$ cat src/rtl/cfgp_pkg.sv
package cfgp_pkg;
  localparam int HW_W    = 16;
  localparam int RADDR_W = 6;
  localparam int RCNT_W  = 5;
  localparam int ERR_W   = 5;

  localparam int ERR_OPC   = 0;
  localparam int ERR_TYPE  = 1;
  localparam int ERR_NOFAR = 2;
  localparam int ERR_TWICE = 3;
  localparam int ERR_SHORT = 4;

  localparam logic [2:0] PT_SHORT = 3'd1;
  localparam logic [2:0] PT_LONG  = 3'd2;
  localparam logic [1:0] OP_NOP   = 2'd0;
  localparam logic [1:0] OP_WR    = 2'd2;

  typedef enum logic [2:0] {
    ST_HUNT, ST_HDR, ST_PAY, ST_CNTH, ST_CNTL, ST_DATA, ST_CRC0, ST_CRC1
  } pst_e;

  function automatic logic [2:0] f_type(input logic [HW_W-1:0] h);
    return h[15:13];
  endfunction

  function automatic logic [1:0] f_op(input logic [HW_W-1:0] h);
    return h[12:11];
  endfunction

  function automatic logic [RADDR_W-1:0] f_addr(input logic [HW_W-1:0] h);
    return h[10:5];
  endfunction

  function automatic logic [RCNT_W-1:0] f_cnt(input logic [HW_W-1:0] h);
    return h[4:0];
  endfunction
endpackage

$ cat src/rtl/cfgp_sync_hunt.sv
module cfgp_sync_hunt #(
  parameter logic [31:0] SYNC_WORD = 32'hAA995566
) (
  input  logic        clk,
  input  logic        rst_n,
  input  logic        en,
  input  logic [15:0] data,
  output logic        hit
);
  logic [15:0] prev_q;

  always_ff @(posedge clk) begin
    if (!rst_n)  prev_q <= '0;
    else if (en) prev_q <= data;
  end

  assign hit = en && (prev_q == SYNC_WORD[31:16]) && (data == SYNC_WORD[15:0]);
endmodule

$ cat src/rtl/cfgp_burst_ctr.sv
module cfgp_burst_ctr #(
  parameter int CW = 32
) (
  input  logic          clk,
  input  logic          rst_n,
  input  logic          load,
  input  logic [CW-1:0] load_val,
  input  logic          dec,
  output logic          last
);
  logic [CW-1:0] rem_q;

  always_ff @(posedge clk) begin
    if (!rst_n)                   rem_q <= '0;
    else if (load)                rem_q <= load_val;
    else if (dec && rem_q != '0)  rem_q <= rem_q - 1'b1;
  end

  assign last = (rem_q == CW'(1));

  AST_CTR_NO_UNDERFLOW: assert property (@(posedge clk) disable iff (!rst_n)
    dec |-> rem_q != '0);
endmodule

$ cat src/rtl/cfgp_regfile.sv
module cfgp_regfile #(
  parameter int AW = 6,
  parameter int DW = 16
) (
  input  logic          clk,
  input  logic          rst_n,
  input  logic          we,
  input  logic [AW-1:0] waddr,
  input  logic [DW-1:0] wdata,
  input  logic [AW-1:0] raddr,
  output logic [DW-1:0] rdata
);
  localparam int DEPTH = 1 << AW;
  logic [DW-1:0] mem_q [DEPTH];

  always_ff @(posedge clk) begin
    if (!rst_n) begin
      for (int i = 0; i < DEPTH; i++) mem_q[i] <= '0;
    end else if (we) begin
      mem_q[waddr] <= wdata;
    end
  end

  assign rdata = mem_q[raddr];
endmodule

$ cat src/rtl/cfg_stream_parser.sv
module cfg_stream_parser
  import cfgp_pkg::*;
#(
  parameter logic [31:0]        SYNC_WORD   = 32'hAA995566,
  parameter int                 MIN_BURST   = 65,
  parameter logic [RADDR_W-1:0] FAR_ADDR    = 6'd1,
  parameter logic [RADDR_W-1:0] CMD_ADDR    = 6'd4,
  parameter logic [HW_W-1:0]    DESYNC_CODE = 16'h000D
) (
  input  logic               clk,
  input  logic               rst_n,
  input  logic               in_valid,
  input  logic [HW_W-1:0]    in_data,
  output logic               in_ready,
  output logic               reg_we,
  output logic [RADDR_W-1:0] reg_addr,
  output logic [RCNT_W-1:0]  reg_idx,
  output logic [HW_W-1:0]    reg_wdata,
  output logic               frm_valid,
  output logic [HW_W-1:0]    frm_data,
  output logic               frm_last,
  output logic [HW_W-1:0]    far_major,
  output logic [HW_W-1:0]    far_minor,
  input  logic [RADDR_W-1:0] cfg_rd_addr,
  output logic [HW_W-1:0]    cfg_rd_data,
  output logic               synced,
  output logic [ERR_W-1:0]   err_flags
);
  localparam int LEN_W = 2 * HW_W;

  pst_e               st_q;
  logic               ready_q;
  logic [RADDR_W-1:0] pay_addr_q;
  logic [RCNT_W-1:0]  pay_left_q, pay_idx_q;
  logic [HW_W-1:0]    len_hi_q;
  logic               burst_ok_q, far_seen_q, burst_done_q, desync_q;
  logic [ERR_W-1:0]   err_q;

  // Named events used by the FSM and by the assertions.
  logic             acc, sync_hit, ctr_load, ctr_dec, ctr_last, desync_now;
  logic [LEN_W-1:0] len_now;

  assign acc        = in_valid && ready_q;
  assign len_now    = {len_hi_q, in_data};
  assign ctr_load   = acc && (st_q == ST_CNTL);
  assign ctr_dec    = acc && (st_q == ST_DATA);
  assign desync_now = (pay_addr_q == CMD_ADDR) && (pay_idx_q == '0)
                      && (in_data == DESYNC_CODE);

  cfgp_sync_hunt #(.SYNC_WORD(SYNC_WORD)) u_hunt (
    .clk(clk), .rst_n(rst_n), .en(acc && st_q == ST_HUNT),
    .data(in_data), .hit(sync_hit)
  );

  cfgp_burst_ctr #(.CW(LEN_W)) u_ctr (
    .clk(clk), .rst_n(rst_n), .load(ctr_load), .load_val(len_now),
    .dec(ctr_dec), .last(ctr_last)
  );

  cfgp_regfile #(.AW(RADDR_W), .DW(HW_W)) u_rf (
    .clk(clk), .rst_n(rst_n), .we(reg_we), .waddr(reg_addr),
    .wdata(reg_wdata), .raddr(cfg_rd_addr), .rdata(cfg_rd_data)
  );

  always_ff @(posedge clk) begin
    if (!rst_n) begin
      st_q         <= ST_HUNT;
      ready_q      <= 1'b0;
      pay_addr_q   <= '0;
      pay_left_q   <= '0;
      pay_idx_q    <= '0;
      len_hi_q     <= '0;
      burst_ok_q   <= 1'b0;
      far_seen_q   <= 1'b0;
      burst_done_q <= 1'b0;
      desync_q     <= 1'b0;
      err_q        <= '0;
      reg_we       <= 1'b0;
      reg_addr     <= '0;
      reg_idx      <= '0;
      reg_wdata    <= '0;
      frm_valid    <= 1'b0;
      frm_data     <= '0;
      frm_last     <= 1'b0;
      far_major    <= '0;
      far_minor    <= '0;
    end else begin
      ready_q   <= 1'b1;
      reg_we    <= 1'b0;
      frm_valid <= 1'b0;
      frm_last  <= 1'b0;
      if (acc) begin
        case (st_q)
          ST_HUNT: if (sync_hit) st_q <= ST_HDR;
          ST_HDR: begin
            if (f_type(in_data) == PT_SHORT) begin
              if (f_op(in_data) == OP_WR) begin
                if (f_cnt(in_data) != '0) begin
                  pay_addr_q <= f_addr(in_data);
                  pay_left_q <= f_cnt(in_data);
                  pay_idx_q  <= '0;
                  st_q       <= ST_PAY;
                end
              end else if (f_op(in_data) != OP_NOP) begin
                err_q[ERR_OPC] <= 1'b1;
              end
            end else if (f_type(in_data) == PT_LONG) begin
              if (f_op(in_data) == OP_WR) st_q <= ST_CNTH;
              else                         err_q[ERR_OPC] <= 1'b1;
            end else begin
              err_q[ERR_TYPE] <= 1'b1;
            end
          end
          ST_PAY: begin
            reg_we     <= 1'b1;
            reg_addr   <= pay_addr_q;
            reg_idx    <= pay_idx_q;
            reg_wdata  <= in_data;
            pay_idx_q  <= pay_idx_q + 1'b1;
            pay_left_q <= pay_left_q - 1'b1;
            if (pay_addr_q == FAR_ADDR) begin
              if (pay_idx_q == RCNT_W'(0)) far_major <= in_data;
              if (pay_idx_q == RCNT_W'(1)) begin
                far_minor  <= in_data;
                far_seen_q <= 1'b1;
              end
            end
            if (desync_now) desync_q <= 1'b1;
            if (pay_left_q == RCNT_W'(1)) begin
              st_q     <= (desync_q || desync_now) ? ST_HUNT : ST_HDR;
              desync_q <= 1'b0;
            end
          end
          ST_CNTH: begin
            len_hi_q <= in_data;
            st_q     <= ST_CNTL;
          end
          ST_CNTL: begin
            burst_ok_q <= 1'b0;
            if (!far_seen_q)                   err_q[ERR_NOFAR] <= 1'b1;
            else if (burst_done_q)             err_q[ERR_TWICE] <= 1'b1;
            else if (len_now < LEN_W'(MIN_BURST)) err_q[ERR_SHORT] <= 1'b1;
            else begin
              burst_ok_q   <= 1'b1;
              burst_done_q <= 1'b1;
            end
            st_q <= (len_now == '0) ? ST_CRC0 : ST_DATA;
          end
          ST_DATA: begin
            if (burst_ok_q) begin
              frm_valid <= 1'b1;
              frm_data  <= in_data;
              frm_last  <= ctr_last;
            end
            if (ctr_last) st_q <= ST_CRC0;
          end
          ST_CRC0: st_q <= ST_CRC1;
          ST_CRC1: st_q <= ST_HDR;
          default: st_q <= ST_HUNT;
        endcase
      end
    end
  end

  assign in_ready  = ready_q;
  assign synced    = (st_q != ST_HUNT);
  assign err_flags = err_q;

  AST_SYNC_NEEDS_PATTERN: assert property (@(posedge clk) disable iff (!rst_n)
    $rose(synced) |-> ($past(in_data) == SYNC_WORD[15:0]) && $past(in_valid));
  AST_WE_FROM_PAYLOAD: assert property (@(posedge clk) disable iff (!rst_n)
    reg_we |-> $past(st_q == ST_PAY));
  AST_FRAME_FROM_DATA: assert property (@(posedge clk) disable iff (!rst_n)
    frm_valid |-> $past(st_q == ST_DATA));
  AST_LAST_IS_FRAME: assert property (@(posedge clk) disable iff (!rst_n)
    frm_last |-> frm_valid);
  AST_FRAME_NEEDS_FAR: assert property (@(posedge clk) disable iff (!rst_n)
    frm_valid |-> far_seen_q && burst_done_q);
  AST_ERR_STICKY: assert property (@(posedge clk) disable iff (!rst_n)
    (err_q & $past(err_q)) == $past(err_q));
endmodule

$ cat config.mk
export PLATFORM = sky130hd
export DESIGN_NAME = cfg_stream_parser
export DESIGN_NICKNAME = d
export VERILOG_FILES = /design/src/rtl/cfgp_pkg.sv /design/src/rtl/cfgp_sync_hunt.sv /design/src/rtl/cfgp_burst_ctr.sv /design/src/rtl/cfgp_regfile.sv /design/src/rtl/cfg_stream_parser.sv
export SDC_FILE = /design/constraint.sdc
export NUM_CORES = 2
export LEC_CHECK = 0
export BUFFER_PORTS_ARGS = -buffer_cell sky130_fd_sc_hd__buf_2
export CAP_MARGIN = 20
export CORE_MARGIN = 10
export CORE_UTILIZATION = 25
export CTS_CLUSTER_SIZE = 30
export DETAILED_ROUTE_END_ITERATION = 16
export GPL_TIMING_DRIVEN = 1
export PLACE_DENSITY = 0.41
export SYNTH_ARGS = -nofsm -noshare
export SYNTH_HDL_FRONTEND = slang
export SYNTH_SLANG_ARGS = --single-unit
$ cat constraint.sdc
create_clock -name clk -period 4.41 [get_ports clk]
set_clock_uncertainty 0.1 [all_clocks]
set_input_delay 0.441 -clock clk [delete_from_list [all_inputs] [get_ports clk]]
set_output_delay 0.441 -clock clk [all_outputs]
set_load 0.02 [all_outputs]
==> metrics.log <==
INFO  metric path_class = in2out
INFO  metric crit_fanout = 26
INFO  metric maxSlewViolCount = 0
INFO  metric drt-wirelength-per-cell = 25.88 µm
INFO  metric finalWeightedCongestion = 0.8225
INFO  metric switchingPower = 0.005938 W
INFO  metric n_fill_cell = 21,620
INFO  metric cts_max_level = 4
INFO  metric post-synth-top-area-cell = edfxtp_1
INFO  metric cp_cell_sequence = buf_2 -> or2_2 -> nor2_1 -> buf_4 -> a22oi_1 -> and4_1 -> buf_2
INFO  metric synth-simple-area-share = 0.1681
INFO  metric post_synth.cell_area_avg = 13.85 µm²
INFO  metric max_slew.worst_pin.slew = 1279 ps
INFO  metric post_synth_main_area_contributors = edfxtp_1 56%, and2_1 12%, mux4_2 11%
INFO  metric grt_setup_unrepaired = no
INFO  metric kind_of_end_point_of_the_critical_path = primary output
INFO  metric core_rows = 171
INFO  metric cellPowerDensity = 400.6 nW/µm²
INFO  metric mappedNetlistNets = 3,969
INFO  metric yosys.area.top_type_share = 0.5637
INFO  metric synth.yosys.warnings = 0
INFO  metric netlist_top_cells_count = 1,033 x and2_1, 1,024 x edfxtp_1, 314 x clkbuf_1
INFO  metric grt_pass1_vias = 33,740
INFO  metric max_cap_viols = 0
INFO  metric path_clk_slew = 60 ps
INFO  metric ys_ff_latch = 1,195
INFO  metric die-area = 237,300 µm²
INFO  metric io_pins = 126
INFO  metric clkPwrFrac = 0.433
INFO  metric netlist_instances = 3,937
INFO  metric number_of_iterations_in_the_first_detailed_routing_pass = 5
INFO  metric finalNonFillerCells = 7,060
INFO  metric p_int = 0.01969 W
INFO  metric dr_total_vias = 32,870
INFO  metric dominant_combinational_cell_family_by_area_after_synthesis = simple AND/OR/NAND/NOR gates
INFO  metric power.sequential.fraction = 0.501
INFO  metric timing.final.ws_setup = 631.5 ps
INFO  metric cp_data_arrival_time = 3240 ps
INFO  metric clock_latency = 770 ps
INFO  metric synth-compound-area-share = 0.04202
INFO  metric root_buffer = clkbuf_16
INFO  metric post-route-drc-count = 0
INFO  metric critPathBufInv = 3
INFO  metric hold_viol = 0
INFO  metric grt_max_degree = 111
INFO  metric routed_via_density = 4.656
INFO  metric areaGrowthSynthToFinish = 17.26%
INFO  metric final_antenna_net_count = 0
INFO  metric finalNetCount = 4,125
INFO  metric share_comb_of_total_power = 0.066
INFO  metric synth-async-reset-ratio = 0
INFO  metric core = 217,200 µm²
INFO  metric worstHoldPathType = in2reg
INFO  metric ir_drop_worst_case_vdd = 416.7 µV
INFO  metric netlist-cell-type-count = 83
INFO  metric register_area = 34,220 µm²
INFO  metric preCtsSetupSlack = 584.9 ps
INFO  metric gr-total-overflow = 0
INFO  metric outcome = finished, final reports clean
INFO  metric die_height = 487.1 µm
INFO  metric die-width = 487.1 µm
INFO  metric finalSetupViolCount = 0
INFO  metric placement.io_buffers = 125
INFO  metric highest_cell_delay_on_the_worst_timing_path = 700 ps
INFO  metric cp_common_cell = buf_2
INFO  metric synth_mux_area_frac = 0.1340
INFO  metric power.switching_fraction = 0.2317
INFO  metric required_worst_endpoint = 3870 ps
INFO  metric grt_antenna_before_repair = 13
INFO  metric cpMaxStageDelayCell = buf_2
INFO  metric crit_family = buffers and inverters
INFO  metric maxSlewHeadroom = 0.1472
INFO  metric hpwl = 114,800 µm
INFO  metric synth_edf_count = 1,024
INFO  metric area_of_combinational_cells_with_multiple_inputs = 19,010 µm²
INFO  metric postSynth.topFlopCell = edfxtp_1
INFO  metric grt_pass1_wl = 262,700 µm
INFO  metric dr.first_iter.drc_count = 2,838
INFO  metric leakagePower = 22.05 nW
INFO  metric post-synth-top-count-cell = and2_1
INFO  metric sequential_area_share_after_synthesis = 0.6265
INFO  metric mappedNetlistArea = 54,550 µm²
INFO  metric tritoncts = built
INFO  metric fmax = 264.7 MHz
INFO  metric floorplan.initialDensity = 0.2512
INFO  metric worstSetupStartpointType = input port
INFO  metric place.detailed.instances = 6,797
INFO  metric layout_worst_path_cycle_share = 0.8568
INFO  metric fin_crit = 3779 ps
INFO  metric num_cts_buffers = 137
INFO  metric setup-tns-final = 0 ps
INFO  metric grtUsageTotal = 0.1515
INFO  metric cts.repair_timing.setup_buffer_count = 0
INFO  metric drt-total-wl = 182,700 µm
INFO  metric synth-xor-area-share = 0.0003211
INFO  metric yosys.area_share.adder = 0.001606
INFO  metric drive_gt1_frac = 0.2137
INFO  metric cts_max_path_buffers = 3
INFO  metric cts.sinks = 1,195
## final cells by class
cell class | count | share of cell area
Antenna cell | 8 | 0.0003130
Clock buffer | 188 | 0.05841
Clock inverter | 56 | 0.007532
Inverter | 16 | 0.0009781
Multi-Input combinational cell | 2356 | 0.2972
Sequential cell | 1195 | 0.5350
Tap cell | 2854 | 0.05583
Timing Repair Buffer | 387 | 0.04472
## final timing paths
path | from | to | slack, ps | cells after the start
setup / recovery | cfg_rd_addr[4] | cfg_rd_data[13] | 630 | 7
hold / removal | in_data[5] | reg_wdata[5]$_SDFFE_PN0P_ | 60 | 3
setup reg to reg | u_ctr.rem_q[0]$_SDFFE_PN0P_ | u_ctr.rem_q[18]$_SDFFE_PN0P_ | 1200 | 7
hold reg to reg | u_hunt.prev_q[11]$_SDFFE_PN0P_ | u_hunt.prev_q[11]$_SDFFE_PN0P_ | 350 | 2
## metrics by stage
stage | area [µm²] | hold WS, ps | total power, W | utilization
finish | 63960 | 56.49 | 0.02562 | 0.2945
detailed placement | 59610 | 344.7 | 0.01479 | 0.2745
CTS | 63930 | 2.079 | 0.02598 | 0.2944
floorplan | 54550 | 331.2 | 0.01396 | -
global route | 63940 | 22.01 | 0.02650 | 0.2944
global placement | 59590 | 340.3 | 0.01479 | 0.2744
## per-layer routing
layer | vias up | global-route usage | part of all wire
li1 | 14770 | - | -
met1 | 17110 | 0.2130 | 0.47
met2 | 794 | 0.2387 | 0.46
met3 | 192 | 0.03026 | 0.053
met4 | 2 | 0.03766 | 0.022
met5 | - | 0 | 0.000071
## flip-flops by register name (all words and copies together) (netlist names), 6 cells and up
| register | flops |
|---|---|
| far_major | 16 |
| far_minor | 16 |
| frm_data | 16 |
| len_hi_q | 16 |
| pay_addr_q | 6 |
| reg_addr | 6 |
| reg_wdata | 16 |
| u_ctr.rem_q | 32 |
| u_hunt.prev_q | 16 |
| u_rf.mem_q | 1024 |
## cell usage in the layout (no fill, tap or decap), types with 43 or more instances in the layout
cell type	instances
o21ai_0	44
dfxtp_1	155
mux2i_1	143
edfxtp_1	1024
mux4_2	256
and2_1	1033
nand3_1	43
clkbuf_16	142
clkbuf_1	45
buf_2	121
nand2_1	159
buf_4	235
a21oi_1	100
nor2_1	146
## tightest hold or removal path, stage by stage
cell	delay (ps)
buf_2	260
nand2_1	110
a21oi_1	50
## power groups by stage
stage	clock [W]	combinational, W	sequential, W
CTS	0.0114	0.00172	0.0129
global route	0.0118	0.00177	0.0129
finish	0.0111	0.00168	0.0128
detailed placement	0	0.00171	0.0131
global placement	0	0.00171	0.0131
floorplan	0	0.000925	0.0130
## logic make-up (layout without fill, tap and decap cells)
kind of cell	Yosys count	after routing
AOI/OAI and AO/OA	363	363
xor gates and xnor gates	2	2
adders and majority gates	7	7
buffers and inverters	386	647
DFF	1195	1195
muxes	409	409
other	0	8
and+or+nand+nor	1575	1575
## timing repair
item,4_1_cts,5_1_grt
resized for setup,0,0
endpoints found under the hold margin,27,0
hold buffers,10,0
(Power assumes the default switching activity.)
